**src/rtl/pm_pkg.sv**
```systemverilog
package pm_pkg;
  typedef enum logic {
    PM_CHECK = 1'b0,
    PM_DUAL  = 1'b1
  } pm_mode_e;
endpackage

```
**src/rtl/pm_mul.sv**
```systemverilog
module pm_mul #(
  parameter int W = 16
) (
  input  logic [W-1:0]   x,
  input  logic [W-1:0]   y,
  input  logic [2*W-1:0] stuck,
  output logic [2*W-1:0] prod
);
  localparam int PW = 2 * W;

  // Stuck-at-one mask overlays the true product.
  assign prod = (PW'(x) * PW'(y)) | stuck;
endmodule

```
**src/rtl/pm_red.sv**
```systemverilog
module pm_red #(
  parameter int W = 16
) (
  input  logic [2*W-1:0] prod,
  input  logic [W-1:0]   m,
  output logic [W-1:0]   r
);
  localparam int PW = 2 * W;

  always_comb begin
    if (m == '0) r = '0;
    else         r = W'(prod % PW'(m));
  end
endmodule

```
**src/rtl/pm_ctrl.sv**
```systemverilog
module pm_ctrl #(
  parameter int KW = 5
) (
  input  logic          clk,
  input  logic          rst,
  input  logic          start,
  input  logic [KW-1:0] k_len,
  output logic          busy,
  output logic          phase,
  output logic [KW-1:0] cnt,
  output logic [KW-1:0] k_q,
  output logic          load,
  output logic          fin
);
  logic          busy_q, phase_q;
  logic [KW-1:0] cnt_q, kq;

  assign load  = start & ~busy_q;
  assign fin   = busy_q & ~phase_q & (cnt_q == kq);
  assign busy  = busy_q;
  assign phase = phase_q;
  assign cnt   = cnt_q;
  assign k_q   = kq;

  always_ff @(posedge clk) begin
    if (rst) begin
      busy_q  <= 1'b0;
      phase_q <= 1'b0;
      cnt_q   <= '0;
      kq      <= '0;
    end else if (load) begin
      busy_q  <= 1'b1;
      phase_q <= 1'b0;
      cnt_q   <= '0;
      kq      <= k_len;
    end else if (busy_q) begin
      if (!phase_q) begin
        if (cnt_q == kq) busy_q <= 1'b0;
        else             phase_q <= 1'b1;
      end else begin
        phase_q <= 1'b0;
        cnt_q   <= cnt_q + KW'(1);
      end
    end
  end
endmodule

```
**src/rtl/paired_modexp.sv**
```systemverilog
module paired_modexp
  import pm_pkg::*;
#(
  parameter int W  = 16,
  parameter int KW = $clog2(W + 1)
) (
  input  logic           clk,
  input  logic           rst,
  input  logic           start,
  input  logic           mode,
  input  logic [KW-1:0]  k_len,
  input  logic [W-1:0]   a_val,
  input  logic [W-1:0]   e_val,
  input  logic [W-1:0]   m_val,
  input  logic [W-1:0]   a_alt,
  input  logic [W-1:0]   e_alt,
  input  logic [W-1:0]   m_alt,
  input  logic [2*W-1:0] stuck_mask,
  output logic [W-1:0]   res_main,
  output logic [W-1:0]   res_alt,
  output logic           done,
  output logic           err
);
  localparam int PW = 2 * W;

  logic          busy, phase, load, fin;
  logic [KW-1:0] cnt, k_q, cnt_m1;

  pm_ctrl #(.KW(KW)) u_ctrl (
    .clk(clk), .rst(rst), .start(start), .k_len(k_len),
    .busy(busy), .phase(phase), .cnt(cnt), .k_q(k_q),
    .load(load), .fin(fin)
  );

  // Thread 0 state (p_q, b_q) and thread 1 state (pr_q, br_q)
  logic [W-1:0]  p_q, b_q, pr_q, br_q;
  logic [W-1:0]  ep_q, er_q, mp_q, mr_q;
  pm_mode_e      mode_q;
  logic [PW-1:0] prod_x, prod_y;
  logic          done_q, err_q;

  function automatic logic bit_at(input logic [W-1:0] v, input logic [KW-1:0] idx);
    logic b;
    b = 1'b0;
    for (int i = 0; i < W; i++)
      if (idx == KW'(i)) b = v[i];
    return b;
  endfunction

  // Unit input muxes: cycle 0 feeds thread 0, cycle 1 feeds thread 1.
  // Pair X forms thread-0 power and thread-1 accumulator; pair Y the reverse.
  logic [W-1:0]  mx_a, mx_b, my_a, my_b, red_m, rx, ry;
  logic [PW-1:0] mx_out, my_out;

  assign mx_a  = phase ? pr_q : p_q;
  assign mx_b  = phase ? br_q : p_q;
  assign my_a  = phase ? pr_q : p_q;
  assign my_b  = phase ? pr_q : b_q;
  assign red_m = phase ? mp_q : mr_q;

  pm_mul #(.W(W)) u_mul_x (.x(mx_a), .y(mx_b), .stuck(stuck_mask), .prod(mx_out));
  pm_mul #(.W(W)) u_mul_y (.x(my_a), .y(my_b), .stuck('0),         .prod(my_out));
  pm_red #(.W(W)) u_red_x (.prod(prod_x), .m(red_m), .r(rx));
  pm_red #(.W(W)) u_red_y (.prod(prod_y), .m(red_m), .r(ry));

  // Last pass always multiplies the accumulator in.
  logic         take_p, take_r, mismatch;
  logic [W-1:0] pr_next, br_next;

  assign cnt_m1   = cnt - KW'(1);
  assign take_p   = (cnt == k_q - KW'(1)) | bit_at(ep_q, cnt);
  assign take_r   = (cnt_m1 == k_q - KW'(1)) | bit_at(er_q, cnt_m1);
  assign pr_next  = ry;
  assign br_next  = take_r ? rx : br_q;
  assign mismatch = (pr_next != p_q) | (br_next != b_q);

  always_ff @(posedge clk) begin
    if (rst) begin
      p_q    <= '0;  b_q  <= '0;  pr_q <= '0;  br_q <= '0;
      ep_q   <= '0;  er_q <= '0;  mp_q <= '0;  mr_q <= '0;
      mode_q <= PM_CHECK;
      prod_x <= '0;  prod_y <= '0;
      done_q <= 1'b0;
      err_q  <= 1'b0;
    end else begin
      done_q <= fin;
      if (load) begin
        mode_q <= pm_mode_e'(mode);
        p_q    <= a_val;
        b_q    <= W'(1);
        ep_q   <= e_val;
        mp_q   <= m_val;
        pr_q   <= mode ? a_alt : a_val;
        br_q   <= W'(1);
        er_q   <= mode ? e_alt : e_val;
        mr_q   <= mode ? m_alt : m_val;
        err_q  <= 1'b0;
      end else if (busy) begin
        prod_x <= mx_out;
        prod_y <= my_out;
        if (phase) begin
          p_q <= rx;
          if (take_p) b_q <= ry;
        end else if (cnt != '0) begin
          pr_q <= pr_next;
          br_q <= br_next;
          if (mode_q == PM_CHECK && mismatch) err_q <= 1'b1;
        end
      end
    end
  end

  assign res_main = b_q;
  assign res_alt  = br_q;
  assign done     = done_q;
  assign err      = err_q;
endmodule

```
**config.mk**
```make
export PLATFORM = sky130hd
export DESIGN_NAME = paired_modexp
export DESIGN_NICKNAME = d
export VERILOG_FILES = /design/src/rtl/pm_pkg.sv /design/src/rtl/pm_mul.sv /design/src/rtl/pm_red.sv /design/src/rtl/pm_ctrl.sv /design/src/rtl/paired_modexp.sv
export SDC_FILE = /design/constraint.sdc
export NUM_CORES = 2
export LEC_CHECK = 0
export BUFFER_PORTS_ARGS = -buffer_cell sky130_fd_sc_hd__buf_2
export CAP_MARGIN = 10
export CORE_MARGIN = 3
export CORE_UTILIZATION = 30
export DETAILED_ROUTE_END_ITERATION = 6
export GPL_TIMING_DRIVEN = 1
export PLACE_DENSITY = 0.43
export SLEW_MARGIN = 25
export SYNTH_ARGS = -nofsm -noshare
export SYNTH_HDL_FRONTEND = slang
export SYNTH_HIERARCHICAL = 1
export SYNTH_SLANG_ARGS = --single-unit
```
**constraint.sdc**
```tcl
create_clock -name clk -period 196.3 [get_ports clk]
set_clock_uncertainty 0.1 [all_clocks]
set_input_delay 19.63 -clock clk [delete_from_list [all_inputs] [get_ports clk]]
set_output_delay 19.63 -clock clk [all_outputs]
set_load 0.03 [all_outputs]
```
==> results_dict.tcl <==
set metrics [dict create \
    slew_headroom_pct 22.6 \
    critPathRequiredTime_ns 196.69 \
    synthFlopType "dfxtp_1" \
    grt_max_degree 78 \
    max-cap-violations 0 \
    final_common_cell "nand2_1" \
    max_freq_mhz 9.49 \
    fin_nets 11300 \
    r2r-end "err" \
    grt_pass1_wl_mm 420 \
    final_cell_mix "nand2_1 (1,113), ha_1 (1,001), nor2_1 (723), inv_1 (656), a21oi_1 (592)" \
    endpoint_kind "register" \
    numClockSinks 207 \
    ant_nets 0 \
    reg2reg_from "u_ctrl/phase" \
    violations "design-rule violations" \
    io_buffers 170 \
    root_buffer "clkbuf_16" \
    startpoint "u_ctrl/phase" \
    syn_inst 9789 \
    drv_slew 0 \
    die-area_um2 250000 \
    drt-total-wl_mm 272 \
    grt-ovfl-total 0 \
    critPathKind "register to register" \
    vias 71900 \
    syn-cell-area_um2 73100 \
    gp_congestion 0.917 \
    final.min_clock_period_ns 105.32 \
    ys_types 150 \
    syn_area_per_cell_um2 7.47 \
    rrSetupSlack_ns 90.98 \
    drcViolationCount 7 \
    crit_top_cell "o21a_1" \
    drive_gt1_share_pct 8.90 \
    grtUsageTotal_pct 21.0 \
    cts_tree "done" \
    wl_per_cell_um 21.0 \
    ctsHtreeMaxLevel 1 \
    cts_resized 0 \
    place_area_um2 77700 \
    grt_pass1_vias 70700 \
    rsz0062_at_grt "no" \
    drt_iter0_drc 4452 \
    crit_arrival_ns 105.71 \
    setup_tns_ns 0 \
    coreArea_um2 241000 \
    antenna_found_initial 3 \
    cpPeakStageDelay_ns 0.73 \
    startpoint_type "register" \
    tightest_slew_ns 1.15 \
    endpoint "err" \
    areaGrowthSynthToFinish_pct 7.66 \
    ys.warnings.count 6 \
    setup_viol 0 \
    reg2reg_depth 437 \
    cts_hold_buf 0 \
    n_fill_cell 25900 \
    die_w_um 500 \
    postCtsSetupBuffers 0 \
    synth-edff-count 0 \
    ys_ff_latch 207 \
    worst_path_max_delay_cell "a21boi_1" \
    pin_count 171 \
    clk_latency_ns 0.61 \
    clk_pin_slew_ns 0.06 \
    numCtsBuffers 27 \
    outcome "complete, but fails checks" \
    hpwlAfterDp_mm 218 \
    async_reset_ff_share_pct 0 \
    worstPathMaxFanout 40 \
    viasPerCell 5.53 \
    die_h_um 500 \
    rows 180 \
    clock_tree.buffer_depth 3 \
    yosysSeqAreaShare_pct 5.67 \
    first_pass_iters 7 \
    initial_core_util_pct 30.3 \
    hold_class "register to register" \
    hold_violations 0 \
    final_cell_area_um2 78700 \
    period_share_pct 53.7 \
]
-- Yosys cell counts (all sizes together) (142+ instances only) --
master	count	share of area, %
clkbuf	294	1.5
ha	1001	17
o31ai	251	2.6
a21oi	598	4.1
inv	660	3.4
o21ai	435	3.0
xor2	191	2.3
a21o	199	2.1
nand2	1126	5.8
fa	390	11
nor3	483	3.4
nor2	728	3.8
mux2	207	3.2
mux2i	203	2.8
xnor2	239	2.9
and2	318	2.7
dfxtp	207	5.7
nand3	181	1.3
a211oi	142	1.5
o21a	416	4.3
-- metal layers --
metal | part of all wire [%] | global-route usage, % | up-vias
li1 | - | - | 35400
met1 | 46 | 28.4 | 34800
met2 | 46 | 35.8 | 1538
met3 | 4.1 | 1.57 | 242
met4 | 3.3 | 5.77 | 0
met5 | 0 | 0 | -
-- cell type report --
class	count	area, um^2	area share (%)
multi-input cells	8586	65300	82.9
clock buffers	33	739	0.940
repair buffers	310	1910	2.43
inverters	660	2480	3.15
flip-flops and latches	207	4150	5.27
clock inverters	14	156	0.199
well taps	3185	3990	5.06
diodes	3	7.51	0.00954
-- registers in the layout, indices dropped and copies added, names as in the netlist, 5 cells and up --
signal and cells:
u_ctrl/cnt 5, prod_y 32, prod_x 32, u_ctrl/k_q 5, er_q 16, pr_q 16
p_q 16, ep_q 16, mp_q 16, res_main 16, res_alt 16, mr_q 16
-- critical path: cells and delay by family (launching register included) --
family	cells	cell delay, ns
mux	7	2.35
flops	1	0.57
buf+inv	23	5.27
fa+ha+maj	31	9.83
simple gates	110	24.34
xor+xnor	1	0.16
compound gates	265	62.24
-- per-stage QoR --
step                      hold slack [ns]  cells  util [%]  setup slack [ns]
final                               0.383  13000      32.6             90.98
after global routing                0.416  13000      32.6             82.35
after CTS                           0.384  13000      32.6             91.42
after detailed placement            0.375  12900      32.2             91.89
after global placement              0.369  12900      32.2             91.85
after floorplan                     0.345   9828         -            104.01
-- cell families (layout without fill, tap and decap cells) --
group | count (synthesis) | count (layout) | share of synthesized area [%]
xor+xnor | 430 | 430 | 5.16
buf+inv | 1035 | 1017 | 5.51
other cells | 1 | 43 | 0.00513
flops | 207 | 207 | 5.67
mux | 411 | 411 | 6.06
compound gates | 2642 | 2642 | 24.9
fa+ha+maj | 1392 | 1392 | 27.8
simple gates | 3671 | 3671 | 24.9
-- worst min-delay path by stage --
stage               cells after the start  slack (ns)       start    endpoint
finish                                  2        0.38    er_q[14]    er_q[14]
global route                            2        0.42  prod_y[31]  prod_y[31]
global placement                        2        0.37  prod_y[30]  prod_y[30]
CTS                                     2        0.38  prod_x[25]  prod_x[25]
detailed placement                      2        0.38  prod_x[25]  prod_x[25]
floorplan                               2        0.34  prod_x[29]  prod_x[29]
Power is not shown: default switching activity piles up to over one toggle a cycle in this logic, so the estimate is an artifact.
